File: src/rtl/pcm_pkg.sv
package pcm_pkg;

    localparam int NUM_OFS = 3;

    typedef enum logic [1:0] {
        PCS_INC   = 2'd0,
        PCS_ADDER = 2'd1,
        PCS_BUS   = 2'd2,
        PCS_HOLD  = 2'd3
    } pc_src_e;

    typedef enum logic {
        MAS_VEC   = 1'b0,
        MAS_ADDER = 1'b1
    } mar_src_e;

    typedef enum logic {
        BASE_PC  = 1'b0,
        BASE_REG = 1'b1
    } base_src_e;

    typedef enum logic [1:0] {
        OFS_6    = 2'd0,
        OFS_9    = 2'd1,
        OFS_11   = 2'd2,
        OFS_NONE = 2'd3
    } ofs_sel_e;

    // Field width taken from the instruction for each offset code
    function automatic int ofs_width(input int idx);
        case (idx)
            0:       return 6;
            1:       return 9;
            default: return 11;
        endcase
    endfunction

endpackage

File: src/rtl/pcm_offset_sext.sv
module pcm_offset_sext
    import pcm_pkg::*;
#(
    parameter int DW = 16
) (
    input  logic [DW-1:0] ir,
    input  ofs_sel_e      sel,
    output logic [DW-1:0] offset
);

    logic [DW-1:0] cand [NUM_OFS];

    for (genvar g = 0; g < NUM_OFS; g++) begin : g_ext
        localparam int W = ofs_width(g);
        assign cand[g] = {{(DW-W){ir[W-1]}}, ir[W-1:0]};
    end

    always_comb begin
        case (sel)
            OFS_6:   offset = cand[0];
            OFS_9:   offset = cand[1];
            OFS_11:  offset = cand[2];
            default: offset = '0;
        endcase
    end

endmodule

File: src/rtl/pcm_addr_adder.sv
module pcm_addr_adder
    import pcm_pkg::*;
#(
    parameter int DW = 16
) (
    input  logic [DW-1:0] pc,
    input  logic [DW-1:0] reg_val,
    input  base_src_e     base_sel,
    input  logic [DW-1:0] offset,
    output logic [DW-1:0] sum
);

    logic [DW-1:0] base;

    always_comb begin
        base = (base_sel == BASE_REG) ? reg_val : pc;
        sum  = base + offset;
    end

endmodule

File: src/rtl/pcm_pc_reg.sv
module pcm_pc_reg
    import pcm_pkg::*;
#(
    parameter int          DW       = 16,
    parameter logic [DW-1:0] RESET_PC = 16'h3000
) (
    input  logic          clk,
    input  logic          rst,
    input  logic          ld,
    input  pc_src_e       src,
    input  logic [DW-1:0] adder,
    input  logic [DW-1:0] bus,
    output logic [DW-1:0] pc
);

    logic [DW-1:0] pc_next;

    always_comb begin
        case (src)
            PCS_INC:   pc_next = pc + 1'b1;
            PCS_ADDER: pc_next = adder;
            PCS_BUS:   pc_next = bus;
            default:   pc_next = pc;
        endcase
    end

    always_ff @(posedge clk) begin
        if (rst)     pc <= RESET_PC;
        else if (ld) pc <= pc_next;
    end


    pc_inc_chk: assert property (@(posedge clk) disable iff (rst)
        (ld && src == PCS_INC) |=> pc == $past(pc) + 1'b1);

    pc_adder_chk: assert property (@(posedge clk) disable iff (rst)
        (ld && src == PCS_ADDER) |=> pc == $past(adder));

    pc_bus_chk: assert property (@(posedge clk) disable iff (rst)
        (ld && src == PCS_BUS) |=> pc == $past(bus));

    pc_hold_chk: assert property (@(posedge clk) disable iff (rst)
        (!ld || src == PCS_HOLD) |=> $stable(pc));

endmodule

File: src/rtl/pcm_mar_reg.sv
module pcm_mar_reg
    import pcm_pkg::*;
#(
    parameter int DW = 16
) (
    input  logic          clk,
    input  logic          rst,
    input  logic          ld,
    input  mar_src_e      src,
    input  logic [7:0]    vec,
    input  logic [DW-1:0] adder,
    output logic [DW-1:0] mar
);

    always_ff @(posedge clk) begin
        if (rst)
            mar <= '0;
        else if (ld)
            mar <= (src == MAS_ADDER) ? adder : {{(DW-8){1'b0}}, vec};
    end


    mar_vec_chk: assert property (@(posedge clk) disable iff (rst)
        (ld && src == MAS_VEC) |=> (mar[7:0] == $past(vec) && mar[DW-1:8] == '0));

    mar_adder_chk: assert property (@(posedge clk) disable iff (rst)
        (ld && src == MAS_ADDER) |=> mar == $past(adder));

    mar_hold_chk: assert property (@(posedge clk) disable iff (rst)
        !ld |=> $stable(mar));

endmodule

File: src/rtl/pc_mar_unit.sv
module pc_mar_unit
    import pcm_pkg::*;
#(
    parameter int            DW       = 16,
    parameter logic [DW-1:0] RESET_PC = 16'h3000
) (
    input  logic          clk,
    input  logic          rst,
    input  logic [1:0]    pc_src_sel,
    input  logic          pc_ld,
    input  logic          mar_src_sel,
    input  logic          mar_ld,
    input  logic          base_sel,
    input  logic [1:0]    ofs_sel,
    input  logic [DW-1:0] ir,
    input  logic [DW-1:0] reg_val,
    input  logic [DW-1:0] bus,
    output logic [DW-1:0] pc,
    output logic [DW-1:0] mar,
    output logic [DW-1:0] addr_sum,
    output logic [2:0]    base_idx
);

    logic [DW-1:0] offset;

    assign base_idx = ir[8:6];

    pcm_offset_sext #(.DW(DW)) u_sext (
        .ir     (ir),
        .sel    (ofs_sel_e'(ofs_sel)),
        .offset (offset)
    );

    pcm_addr_adder #(.DW(DW)) u_adder (
        .pc       (pc),
        .reg_val  (reg_val),
        .base_sel (base_src_e'(base_sel)),
        .offset   (offset),
        .sum      (addr_sum)
    );

    pcm_pc_reg #(.DW(DW), .RESET_PC(RESET_PC)) u_pc (
        .clk   (clk),
        .rst   (rst),
        .ld    (pc_ld),
        .src   (pc_src_e'(pc_src_sel)),
        .adder (addr_sum),
        .bus   (bus),
        .pc    (pc)
    );

    pcm_mar_reg #(.DW(DW)) u_mar (
        .clk   (clk),
        .rst   (rst),
        .ld    (mar_ld),
        .src   (mar_src_e'(mar_src_sel)),
        .vec   (ir[7:0]),
        .adder (addr_sum),
        .mar   (mar)
    );


    reset_state_chk: assert property (@(posedge clk) disable iff (1'b0)
        $fell(rst) |-> (pc == RESET_PC && mar == '0));

endmodule

File: config.mk
export PLATFORM = sky130hd
export DESIGN_NAME = pc_mar_unit
export DESIGN_NICKNAME = d
export VERILOG_FILES = /design/src/rtl/pcm_pkg.sv /design/src/rtl/pcm_offset_sext.sv /design/src/rtl/pcm_addr_adder.sv /design/src/rtl/pcm_pc_reg.sv /design/src/rtl/pcm_mar_reg.sv /design/src/rtl/pc_mar_unit.sv
export SDC_FILE = /design/constraint.sdc
export NUM_CORES = 1
export LEC_CHECK = 0
export CAP_MARGIN = 20
export CORE_AREA = 2 2 74 93
export DETAILED_ROUTE_END_ITERATION = 6
export DIE_AREA = 0 0 76 95
export PLACE_DENSITY = 0.85
export SLEW_MARGIN = 10
export SYNTH_ARGS = -nofsm -noshare
export SYNTH_HDL_FRONTEND = slang
export SYNTH_HIERARCHICAL = 1
export SYNTH_SLANG_ARGS = --single-unit
File: constraint.sdc
create_clock -name clk -period 5.8 [get_ports clk]
set_input_delay 0.58 -clock clk [delete_from_list [all_inputs] [get_ports clk]]
set_output_delay 0.58 -clock clk [all_outputs]
set_load 0.01 [all_outputs]
==> metrics.md, run 1 <==
| Metric | Value |
|---|---|
| Hold-critical path depth | `2` |
| Hold_sp | `u_mar/mar[12]` |
| Fraction of layout cells with a size suffix above 1 | `7.95%` |
| Int Pwr | `539 uW` |
| Synth area leaders | `dfxtp_1 21%, ha_1 7.7%, mux2_2 5.5%` |
| Startpoint Class | `input port` |
| First-pass GRT wire length | `15000 um` |
| Sequential power share | `30.0%` |
| RSZ-0062 raised after global routing | `false` |
| Commonest non-fill, non-tap cell in the layout | `clkdlybuf4s50_1` |
| Pre-Repair DR Iteration Count | `4` |
| Flip-flop and latch count after synthesis | `32` |
| Power per cell area | `206 nW/um2` |
| Cells after synthesis | `372` |
| Multi-input gate area | `2170 um2` |
| Pin count of the biggest net entering global routing | `34` |
| Worst Path Buf+Inv | `3` |
| Die Y | `95 um` |
| Core area | `6400 um2` |
| Yosys Warn Count | `6` |
| WL final | `9440 um` |
| Num CTS Buffers | `5` |
| Synth Net Count | `450` |
| CTS H-tree depth | `2` |
| Worst setup EP type | `output pin` |
| Final Wtd Congestion | `0.883` |
| Antenna violations before repair | `0` |
| CP Max Fanout | `16` |
| Post-CTS Resized | `0` |
| Final Hold Viols | `0` |
| CTS tree | `yes` |
| Core Util, Final | `64.1%` |
| Final hold slack | `0.474 ns` |
| Total gr overflow | `0` |
| Number of synthesized flops with an enable pin | `0` |
| Yosys cell types | `66` |
| Final ANT Viol Nets | `0` |
| Tmin final | `4.90 ns` |
| Reg2reg path depth | `12` |
| RR Endpoint | `u_pc/pc[12]` |
| HPWL Detailed | `7130 um` |
| Vias | `3258` |
| # DRC | `0` |
| Max Cap Viol | `0` |
| Fin Clk Skew | `0.00695 ns` |
| R2R setup slack | `2.50 ns` |
| RR Startpoint | `u_pc/pc[0]` |
| Vias in the first global route | `3210` |
| Setup tns final | `0 ns` |
| Placement Cell Area | `4010 um2` |
| Final period util | `84.6%` |
| Clock sink total | `32` |
| Initial Util | `47.9%` |
| Hold endpoint | `u_mar/mar[12]` |
| Clock-pin slew of the registers on the worst-case setup and hold paths | `0.06 ns` |
| FP Rows | `33` |
| GRT Util Overall | `25.8%` |
| Switch share | `36.2%` |
| Drt initial violations | `265` |
| Drt wl/cell | `17.5 um` |
| Fmax | `204 MHz` |
| Register area | `641 um2` |
| Arrival @ worst endpoint | `4.32 ns` |
| Worst skew pair latency | `0.29 ns` |
| Critical path class | `input port to output pin` |
| Most frequent cells in the layout | `103 x clkdlybuf4s50_1, 32 x dfxtp_1, 25 x a21oi_1, 21 x nor2_1, 20 x nand2_1` |
| Share of the yosys chip area belonging to registers | `20.9%` |
| Setup slack at placement | `0.929 ns` |
| Leak pwr | `1.54 nW` |
| Top cell type's share of synthesized area | `20.9%` |
| Main synth FF type | `dfxtp_1` |
| Hold_buf cts | `0` |
| CP required | `5.22 ns` |
| Ant. Diodes | `0` |
| Combinational Power Share | `48.6%` |
| Status | `completed` |
| Clock network fraction of design power | `21.4%` |
| Net load switching power | `306 uW` |
| Die Area | `7220 um2` |
| Clock Path Buffers | `2` |
| Fill cell count | `567` |
| Area Growth Syn to Fin | `33.6%` |
| Io pins | `109` |
| HP Class | `register to register` |
| I/O Buffers | `103` |
| Post-synthesis area per instance | `8.25 um2` |
| Setup repair bufs after CTS | `0` |
| Final Max Slew Viols | `0` |
| Critical path's slowest cell | `clkdlybuf4s50_1` |
| CP delay by family, top | `buffers and inverters` |
| Nets | `530` |
| Vias per cell | `6.03` |
| Rel. slew slack | `35.7%` |
| Worst Tran Pin Value | `0.962 ns` |
| Die Wd | `76 um` |
| Final worst setup slack | `0.896 ns` |
| Yosys top cell by area | `dfxtp_1` |
| Post-synthesis async set-or-reset flop share | `0%` |
| CP max stage delay | `0.94 ns` |
| Cell area after layout | `4100 um2` |
| Worst vdd ir | `134 uV` |
| Post-Syn Area | `3070 um2` |
| Root buffer cell | `clkbuf_8` |
| Final setup fails | `0` |
| Cell mode on critical path | `clkdlybuf4s50_1` |
| Cell Chain, Critical Path | `clkdlybuf4s50_1 -> mux2i_1 -> inv_1 -> ha_1 -> a211oi_2 -> nor3_2 -> o211ai_1 -> nand2_1 -> a211oi_1 -> clkdlybuf4s50_1` |
[registers in the layout, indices dropped and copies added, names as in the netlist]
signal,cells
u_mar/mar,16
u_pc/pc,16
[how the worst max path moves through the flow]
| stage | from | to | slack [ns] | depth (start not counted) |
|---|---|---|---|---|
| floorplan | base_sel | addr_sum[14] | 2.29 | 11 |
| finish | base_sel | addr_sum[13] | 0.90 | 10 |
| global route | base_sel | addr_sum[13] | 0.59 | 10 |
| detailed placement | base_sel | addr_sum[13] | 0.93 | 10 |
| global placement | base_sel | addr_sum[13] | 0.98 | 10 |
| CTS | base_sel | addr_sum[13] | 0.89 | 10 |
[kinds of logic after synthesis]
group,synth area share (%)
multiplexers,10.4
flip-flops,20.9
adder cells (fa/ha/maj),8.40
AND/OR/NAND/NOR,21.1
XOR/XNOR,3.14
AO/OA/AOI/OAI,27.8
buffers and inverters,8.28
[power groups by stage]
stage          Combinational (mW)  Sequential [mW]  Clock (mW)
6_report                    0.411            0.253       0.181
5_1_grt                     0.443            0.256       0.196
4_1_cts                     0.410            0.253       0.185
3_5_place_dp                0.407            0.258           0
3_3_place_gp                0.398            0.258           0
2_1_floorplan               0.231            0.262           0
[cell usage after synthesis, types with 4 or more instances]
cell type and number:
dfxtp_1 32, a21oi_1 25, nor2_1 21, nand2_1 20, ha_1 19, o21ai_0 17
nand3_1 16, mux2_2 15, mux2i_1 15, a211oi_1 13, a22oi_1 12, nand2b_1 12
buf_4 11, inv_1 11, clkbuf_1 10, and2_1 7, a31oi_1 6, xnor2_1 6
a21o_1 5, a22o_1 5, buf_2 5, nor3_1 5, xor2_1 5, nand3b_1 4
nor2b_1 4, o211ai_1 4
[layout make-up]
class / instances / share of cell area [%]
Sequential cell: 32 / 15.6
Timing Repair Buffer: 105 / 25.5
Multi-Input combinational cell: 297 / 53.0
Tap cell: 87 / 2.65
Clock buffer: 8 / 2.20
Inverter: 11 / 1.01
[per-layer routing]
metal,part of all wire [%],GRT usage [%]
met5,0,0
met4,3.2,11.2
met3,6.1,5.35
met2,48,44.8
met1,43,31.0
[per-stage QoR]
stage	power, mW	std cells
after floorplan	0.493	372
after global placement	0.656	532
after detailed placement	0.665	532
after CTS	0.848	540
after global routing	0.895	540
final	0.845	540
[worst min-delay path: stages (launching register included)]
cell and delay, ns:
dfxtp_1 0.31, nand2b_1 0.07, a21oi_1 0.05
No activity file was read; power rests on OpenSTA's default activity.
==> run 2: changes to the inputs <==
--- a/config.mk
+++ b/config.mk
@@ -6,10 +6,10 @@
 export NUM_CORES = 1
 export LEC_CHECK = 0
 export CAP_MARGIN = 20
-export CORE_AREA = 2 2 74 93
+export CORE_AREA = 2 2 77 97
 export DETAILED_ROUTE_END_ITERATION = 6
-export DIE_AREA = 0 0 76 95
-export PLACE_DENSITY = 0.85
+export DIE_AREA = 0 0 79 99
+export PLACE_DENSITY = 0.79
 export SLEW_MARGIN = 10
 export SYNTH_ARGS = -nofsm -noshare
 export SYNTH_HDL_FRONTEND = slang
==> constraint.sdc (replaced) <==
create_clock -name clk -period 4.85 [get_ports clk]
set_input_delay 0.485 -clock clk [delete_from_list [all_inputs] [get_ports clk]]
set_output_delay 0.485 -clock clk [all_outputs]
set_load 0.01 [all_outputs]
==> run 2 against run 1 <==
  * Sequential cell count unchanged
  * Global-route usage shrank 0.81 points
  * Clock skew shrank 0.0033 ns
  * Cell count rose by 2.2%
  * Sequential power up 20%
  * Clock-buffer cell count decreased by 1
  * Via count increased by 2.3%
  * Total power is 25% higher
  * Largest cell class unchanged
==> metrics.md, run 2 (synthesis results as in run 1) <==
| Metric | Value |
|---|---|
| Status | `completed` |
| Startpoint Class | `input port` |
| Drt initial violations | `235 (-11%)` |
| Io pins | `109 (unchanged)` |
| Final Max Slew Viols | `0 (unchanged)` |
| Total gr overflow | `0 (unchanged)` |
| CTS tree | `yes` |
| Die Wd | `79 um (+3.9%)` |
| CTS H-tree depth | `2 (unchanged)` |
| Pre-Repair DR Iteration Count | `5 (+1)` |
| First-pass GRT wire length | `15700 um (+4.6%)` |
| Critical path class | `input port to output pin` |
| Post-CTS Resized | `0 (unchanged)` |
| Vias | `3333 (+2.3%)` |
| Max Cap Viol | `0 (unchanged)` |
| Nets | `540 (+1.9%)` |
| Setup slack at placement | `0.562 ns (-0.367 ns)` |
| Setup tns final | `0 ns (unchanged)` |
| Cell mode on critical path | `clkdlybuf4s50_1` |
| CP delay by family, top | `buffers and inverters` |
| Drt wl/cell | `17.8 um (+1.9%)` |
| Clock Path Buffers | `2 (unchanged)` |
| Core Util, Final | `60.7% (-3.3 points)` |
| Vias per cell | `6.04 (about the same)` |
| Worst Path Buf+Inv | `4 (+1)` |
| Worst vdd ir | `137 uV (+2.5%)` |
| Leak pwr | `1.60 nW (+3.5%)` |
| Commonest non-fill, non-tap cell in the layout | `clkdlybuf4s50_1` |
| Antenna violations before repair | `0 (unchanged)` |
| Fraction of layout cells with a size suffix above 1 | `10.2% (+2.2 points)` |
| FP Rows | `34 (+3.0%)` |
| Setup repair bufs after CTS | `0 (unchanged)` |
| Vias in the first global route | `3148 (-1.9%)` |
| Final ANT Viol Nets | `0 (unchanged)` |
| Cell area after layout | `4190 um2 (+2.1%)` |
| Clock sink total | `32 (unchanged)` |
| Tmin final | `4.41 ns` |
| I/O Buffers | `103 (unchanged)` |
| Fin Clk Skew | `0.00366 ns (-0.00328 ns)` |
| Worst skew pair latency | `0.29 ns (about the same)` |
| Final worst setup slack | `0.441 ns (-0.455 ns)` |
| Total power | `1.06 mW (+25%)` |
| Final period util | `90.9%` |
| GRT Util Overall | `25.0% (-0.81 points)` |
| Die Y | `99 um (+4.2%)` |
| CP Max Fanout | `6 (-10)` |
| Rel. slew slack | `37.7% (+2.1 points)` |
| Final setup fails | `0 (unchanged)` |
| Hold_buf cts | `0 (unchanged)` |
| Fmax | `227 MHz` |
| Num CTS Buffers | `5 (unchanged)` |
| WL final | `9830 um (+4.2%)` |
| Root buffer cell | `clkbuf_8` |
| Ant. Diodes | `0 (unchanged)` |
| Worst Tran Pin Value | `0.931 ns (-0.0310 ns)` |
| Power per cell area | `253 nW/um2 (+23%)` |
| Final Wtd Congestion | `0.864 (-2.2%)` |
| # DRC | `0 (unchanged)` |
| Clock-pin slew of the registers on the worst-case setup and hold paths | `0.07 ns (about the same)` |
| HP Class | `register to register` |
| Initial Util | `44.5% (-3.4 points)` |
| Pin count of the biggest net entering global routing | `34 (unchanged)` |
| Biggest regs | `u_mar/mar: 16 flops, u_pc/pc: 16 flops` |
| Critical path's slowest cell | `clkdlybuf4s50_1` |
| CP required | `4.37 ns (-0.85 ns)` |
| RSZ-0062 raised after global routing | `false` |
| Area Growth Syn to Fin | `36.4%` |
| Arrival @ worst endpoint | `3.92 ns (-0.40 ns)` |
| Cell Chain, Critical Path | `clkdlybuf4s50_1 -> buf_4 -> nand2_1 -> and2_1 -> ha_1 -> inv_1 -> fa_1 -> nor2b_1 -> o2111ai_1 -> a31oi_1 -> a21oi_1 -> a311o_1 -> clkdlybuf4s50_1` |
| Die Area | `7820 um2 (+8.3%)` |
| HPWL Detailed | `7550 um (+5.9%)` |
| CP max stage delay | `0.50 ns (-0.44 ns)` |
| Placement Cell Area | `4090 um2 (+2.0%)` |
| Most frequent cells in the layout | `103 x clkdlybuf4s50_1, 32 x dfxtp_1, 25 x a21oi_1, 21 x nor2_1, 20 x nand2_1` |
| Worst setup EP type | `output pin` |
| Core area | `6890 um2 (+7.7%)` |
| Final Hold Viols | `0 (unchanged)` |
[run 2: cell types whose count changed in the layout (fill, tap and decap cells not counted), sizes merged]
cell / before / now
buf: 2 / 12
clkbuf: 8 / 7
[run 2: layout make-up]
class | instances | area (um2)
fill | 651 | 2710
multi-input combinational | 297 | 2170
timing repair buffer | 115 | 1120
sequential | 32 | 641
tap | 90 | 113
clock buffer | 7 | 96.3
inverter | 11 | 41.3
[run 2: worst paths after layout]
path	endpoint	slack (ns)	from	cells past startpoint
min reg2reg	u_mar/mar[15]	0.48	u_mar/mar[15]	2
min	u_mar/mar[15]	0.48	u_mar/mar[15]	2
max	addr_sum[12]	0.44	ofs_sel[1]	13
max reg2reg	u_pc/pc[12]	1.42	u_pc/pc[0]	12
[run 2: metal layers]
layer | track usage [%] | share of wire, % | vias to the layer above | routed length [um]
met5 | 0 | 0 | - | 0
met4 | 8.75 | 2.6 | 0 | 253
met3 | 3.30 | 6.9 | 21 | 680
met2 | 43.5 | 50 | 172 | 4960
met1 | 31.2 | 40 | 1555 | 3940
li1 | - | - | 1585 | -
[run 2: worst register-to-register path: stages, from the launching register on]
cell	delay (ns)
dfxtp_1	0.51
mux2_2	0.24
ha_1	0.23
inv_1	0.08
fa_1	0.40
nor2b_1	0.17
o2111ai_1	0.21
a31oi_1	0.42
a21oi_1	0.13
a311o_1	0.35
a22oi_1	0.26
nand2_1	0.08
a31o_2	0.26
[run 2: stage by stage]
step | instances | hold slack [ns]
3_5_place_dp | 545 | 0.464
3_3_place_gp | 545 | 0.458
4_1_cts | 552 | 0.475
6_report | 552 | 0.475
2_1_floorplan | 372 | 0.489
5_1_grt | 552 | 0.497
[run 2: report_power, final]
group / leakage, nW / total, mW / switching, mW / internal, mW
clock network: 0.0503 / 0.227 / 0.100 / 0.126
registers: 0.262 / 0.303 / 0.0210 / 0.282
logic: 1.29 / 0.528 / 0.257 / 0.271
total: 1.60 / 1.06 / 0.378 / 0.680
==> run 3: changes to the inputs <==
--- a/config.mk
+++ b/config.mk
@@ -6,12 +6,10 @@
 export NUM_CORES = 1
 export LEC_CHECK = 0
 export CAP_MARGIN = 20
-export CORE_AREA = 2 2 77 97
+export CORE_AREA = 2 2 75 94
 export DETAILED_ROUTE_END_ITERATION = 6
-export DIE_AREA = 0 0 79 99
-export PLACE_DENSITY = 0.79
-export SLEW_MARGIN = 10
+export DIE_AREA = 0 0 77 96
+export PLACE_DENSITY = 0.8
 export SYNTH_ARGS = -nofsm -noshare
 export SYNTH_HDL_FRONTEND = slang
-export SYNTH_HIERARCHICAL = 1
 export SYNTH_SLANG_ARGS = --single-unit
==> run 3 against run 2 <==
  * Register-to-register slack better by 0.42 ns
  * Die area is 5.5% lower
  * Highest routed layer unchanged
  * Clock-buffer cell count is 1 lower
  * Sequential share of layout area is 0.64 points higher
  * Non-clock buffer count is 7 lower
  * Combinational power is 4.9% lower
  * Fmax is 3.6% lower
  * Critical endpoint is now addr_sum[14]
  * Largest power group unchanged
  * Global-route usage is 0.28 points lower
  * Cell count is 4.3% lower
==> metrics.md, run 3 <==
| Metric | Value |
|---|---|
| Ant. Diodes | `0 (unchanged)` |
| Largest family of logic cells by synthesized area | `compound AO/OA/AOI/OAI gates` |
| Hold endpoint | `u_mar.mar[15]` |
| Area Growth Syn to Fin | `41.1%` |
| Main synth FF type | `dfxtp_1` |
| CTS H-tree depth | `2 (unchanged)` |
| Fin Clk Skew | `0.00525 ns (+0.00159 ns)` |
| Pin count of the biggest net entering global routing | `35 (+2.9%)` |
| Die Wd | `77 um (-2.5%)` |
| GRT Util Overall | `24.7% (-0.28 points)` |
| Fin cells | `528 (-4.3%)` |
| Yosys cell types | `63 (-4.5%)` |
| Num CTS Buffers | `5 (unchanged)` |
| Worst skew pair latency | `0.29 ns (about the same)` |
| Cell mode on critical path | `clkdlybuf4s50_1` |
| RR Endpoint | `u_mar.mar[14]` |
| Clock Path Buffers | `2 (unchanged)` |
| Final Wtd Congestion | `0.865 (+0.19%)` |
| Total gr overflow | `0 (unchanged)` |
| Core Util, Final | `61.6% (+0.85 points)` |
| Rel. slew slack | `26.8% (-11 points)` |
| Vias | `3119 (-6.4%)` |
| Synth Area in Adders | `9.05% (+0.65 points)` |
| Die Y | `96 um (-3.0%)` |
| Most frequent cells in the layout | `103 x clkdlybuf4s50_1, 35 x a21oi_1, 32 x dfxtp_1, 30 x nand2_1, 24 x nor2_1` |
| Synth Net Count | `429 (-4.7%)` |
| Clock-pin slew of the registers on the worst-case setup and hold paths | `0.07 ns (about the same)` |
| RSZ-0062 raised after global routing | `false` |
| Max Cap Viol | `0 (unchanged)` |
| Post-synthesis mux area share | `9.49% (-0.91 points)` |
| Flip-flop and latch count after synthesis | `32 (unchanged)` |
| CP Max Fanout | `9 (+3)` |
| Pre-Repair DR Iteration Count | `5 (unchanged)` |
| Final Max Slew Viols | `0 (unchanged)` |
| Setup repair bufs after CTS | `0 (unchanged)` |
| Fill cell count | `602 (-7.5%)` |
| Final Hold Viols | `0 (unchanged)` |
| Die Area | `7390 um2 (-5.5%)` |
| Cells after synthesis | `351 (-5.6%)` |
| Yosys top cell by area | `dfxtp_1` |
| Antenna violations before repair | `0 (unchanged)` |
| Drt wl/cell | `17.4 um (-2.1%)` |
| Leak pwr | `1.52 nW (-5.0%)` |
| Worst vdd ir | `178 uV (+30%)` |
| Status | `completed` |
| Most frequent cell after synthesis | `a21oi_1` |
| Fmax | `219 MHz (-3.6%)` |
| Drt initial violations | `249 (+6.0%)` |
| CTS tree | `yes` |
| Hold_sp | `u_mar.mar[15]` |
| RR Startpoint | `u_pc.pc[0]` |
| Root buffer cell | `clkbuf_8` |
| Commonest non-fill, non-tap cell in the layout | `clkdlybuf4s50_1` |
| Post-synthesis simple-gate area fraction | `19.4% (-1.7 points)` |
| Synth area leaders | `dfxtp_1 22%, ha_1 8.3%, mux2_2 6.3%` |
| Startpoint Class | `input port` |
| Post-CTS Resized | `0 (unchanged)` |
| Core area | `6520 um2 (-5.3%)` |
| Final setup fails | `0 (unchanged)` |
| Initial Util | `43.7% (-0.87 points)` |
| Synth cell count leaders | `35 x a21oi_1, 32 x dfxtp_1, 30 x nand2_1, 24 x nor2_1, 19 x ha_1` |
| WL final | `9210 um (-6.4%)` |
| Fraction of layout cells with a size suffix above 1 | `10.7% (+0.48 points)` |
| Biggest regs | `u_mar.mar: 16 flops, u_pc.pc: 16 flops` |
| Setup tns final | `0 ns (unchanged)` |
| Clock sink total | `32 (unchanged)` |
| Dpl cells | `520 (-4.6%)` |
| CP max stage delay | `0.63 ns (+0.13 ns)` |
| Compound-Gate Fraction of Synth Area | `29.3% (+1.5 points)` |
| R2R setup slack | `1.84 ns (+0.42 ns)` |
| Post-synthesis async set-or-reset flop share | `0% (unchanged)` |
| Final period util | `94.3% (+3.4 points)` |
| Hold_buf cts | `0 (unchanged)` |
| Power per cell area | `267 nW/um2 (+5.6%)` |
| FP Rows | `33 (-2.9%)` |
| Cell Chain, Critical Path | `clkdlybuf4s50_1 -> nand2_1 -> and2_1 -> ha_1 -> fa_1 -> a211oi_1 -> o21bai_2 -> o21ai_1 -> o21ai_0 -> a21oi_1 -> xor2_1 -> inv_1 -> clkdlybuf4s50_1` |
| Hold-critical path depth | `2 (unchanged)` |
| Number of synthesized flops with an enable pin | `0 (unchanged)` |
| Tmin final | `4.57 ns (+0.163 ns)` |
| Io pins | `109 (unchanged)` |
| Final hold slack | `0.469 ns (-0.00617 ns)` |
| First-pass GRT wire length | `14600 um (-7.4%)` |
| HPWL Detailed | `6920 um (-8.4%)` |
| Critical path class | `input port to output pin` |
| XOR/XNOR Fraction of Synth Area | `5.18% (+2.0 points)` |
| Nets | `518 (-4.1%)` |
| # DRC | `0 (unchanged)` |
| Final ANT Viol Nets | `0 (unchanged)` |
| Worst setup EP type | `output pin` |
| Reg2reg path depth | `10 (-2)` |
| Total power | `1.07 mW (+1.3%)` |
| Vias in the first global route | `3027 (-3.8%)` |
| Post-Syn Area | `2850 um2 (-7.2%)` |
| HP Class | `register to register` |
| Critical path's slowest cell | `clkdlybuf4s50_1` |
| Post-synthesis area per instance | `8.11 um2 (-1.6%)` |
| Arrival @ worst endpoint | `4.09 ns (+0.17 ns)` |
| I/O Buffers | `103 (unchanged)` |
| Share of the yosys chip area belonging to registers | `22.5% (+1.6 points)` |
| Yosys Warn Count | `0 (-6)` |
| Worst Tran Pin Value | `1.09 ns (+0.163 ns)` |
| CP required | `4.37 ns (about the same)` |
| Top cell type's share of synthesized area | `22.5% (+1.6 points)` |
| Vias per cell | `5.91 (-2.2%)` |
==> run 3: where the power goes <==
part | switching, mW | internal, mW
Sequential | 0.0250 | 0.285
Clock | 0.107 | 0.152
Combinational | 0.245 | 0.257
==> run 3: metrics by stage <==
step	setup slack [ns]	area [um2]
6_report	0.279	4020
5_1_grt	0.0678	4020
4_1_cts	0.314	4020
3_5_place_dp	0.328	3910
3_3_place_gp	0.402	3910
2_1_floorplan	1.12	2850
==> run 3: worst max path at each step <==
| stage | slack (ns) | end | cells after the start | startpoint |
|---|---|---|---|---|
| CTS | 0.31 | addr_sum[14] | 13 | ofs_sel[1] |
| detailed placement | 0.33 | addr_sum[14] | 12 | base_sel |
| global route | 0.07 | addr_sum[14] | 13 | ofs_sel[1] |
| floorplan | 1.12 | addr_sum[14] | 12 | base_sel |
| global placement | 0.40 | addr_sum[14] | 12 | base_sel |
| finish | 0.28 | addr_sum[14] | 13 | ofs_sel[1] |
==> run 3: cell families after synthesis <==
family	count (synthesis)
compound gates	120
simple gates	104
buf+inv	34
flops	32
mux	25
fa+ha+maj	20
xor+xnor	16
==> run 3: layer usage <==
metal	vias to the layer above	GRT usage [%]	share of wire [%]
met4	0	11.6	2.4
met3	19	3.38	6.1
met5	-	0	0
li1	1498	-	-
met1	1472	29.4	41
met2	130	44.2	51
==> run 3: final cells by class <==
| type | instances | area [um2] | area share (%) |
|---|---|---|---|
| Sequential cell | 32 | 641 | 15.9 |
| Clock buffer | 6 | 72.6 | 1.81 |
| Multi-Input combinational cell | 285 | 2060 | 51.3 |
| Clock inverter | 2 | 35.0 | 0.872 |
| Timing Repair Buffer | 108 | 1070 | 26.6 |
| Tap cell | 87 | 109 | 2.71 |
| Inverter | 8 | 30.0 | 0.747 |
==> run 3: worst max-delay path, delay by kind of cell <==
family | cells | cell delay (ns)
buffers and inverters | 3 | 1.18
AO/OA/AOI/OAI | 5 | 1.07
adder cells (fa/ha/maj) | 2 | 0.65
AND/OR/NAND/NOR | 2 | 0.40
XOR/XNOR | 1 | 0.31
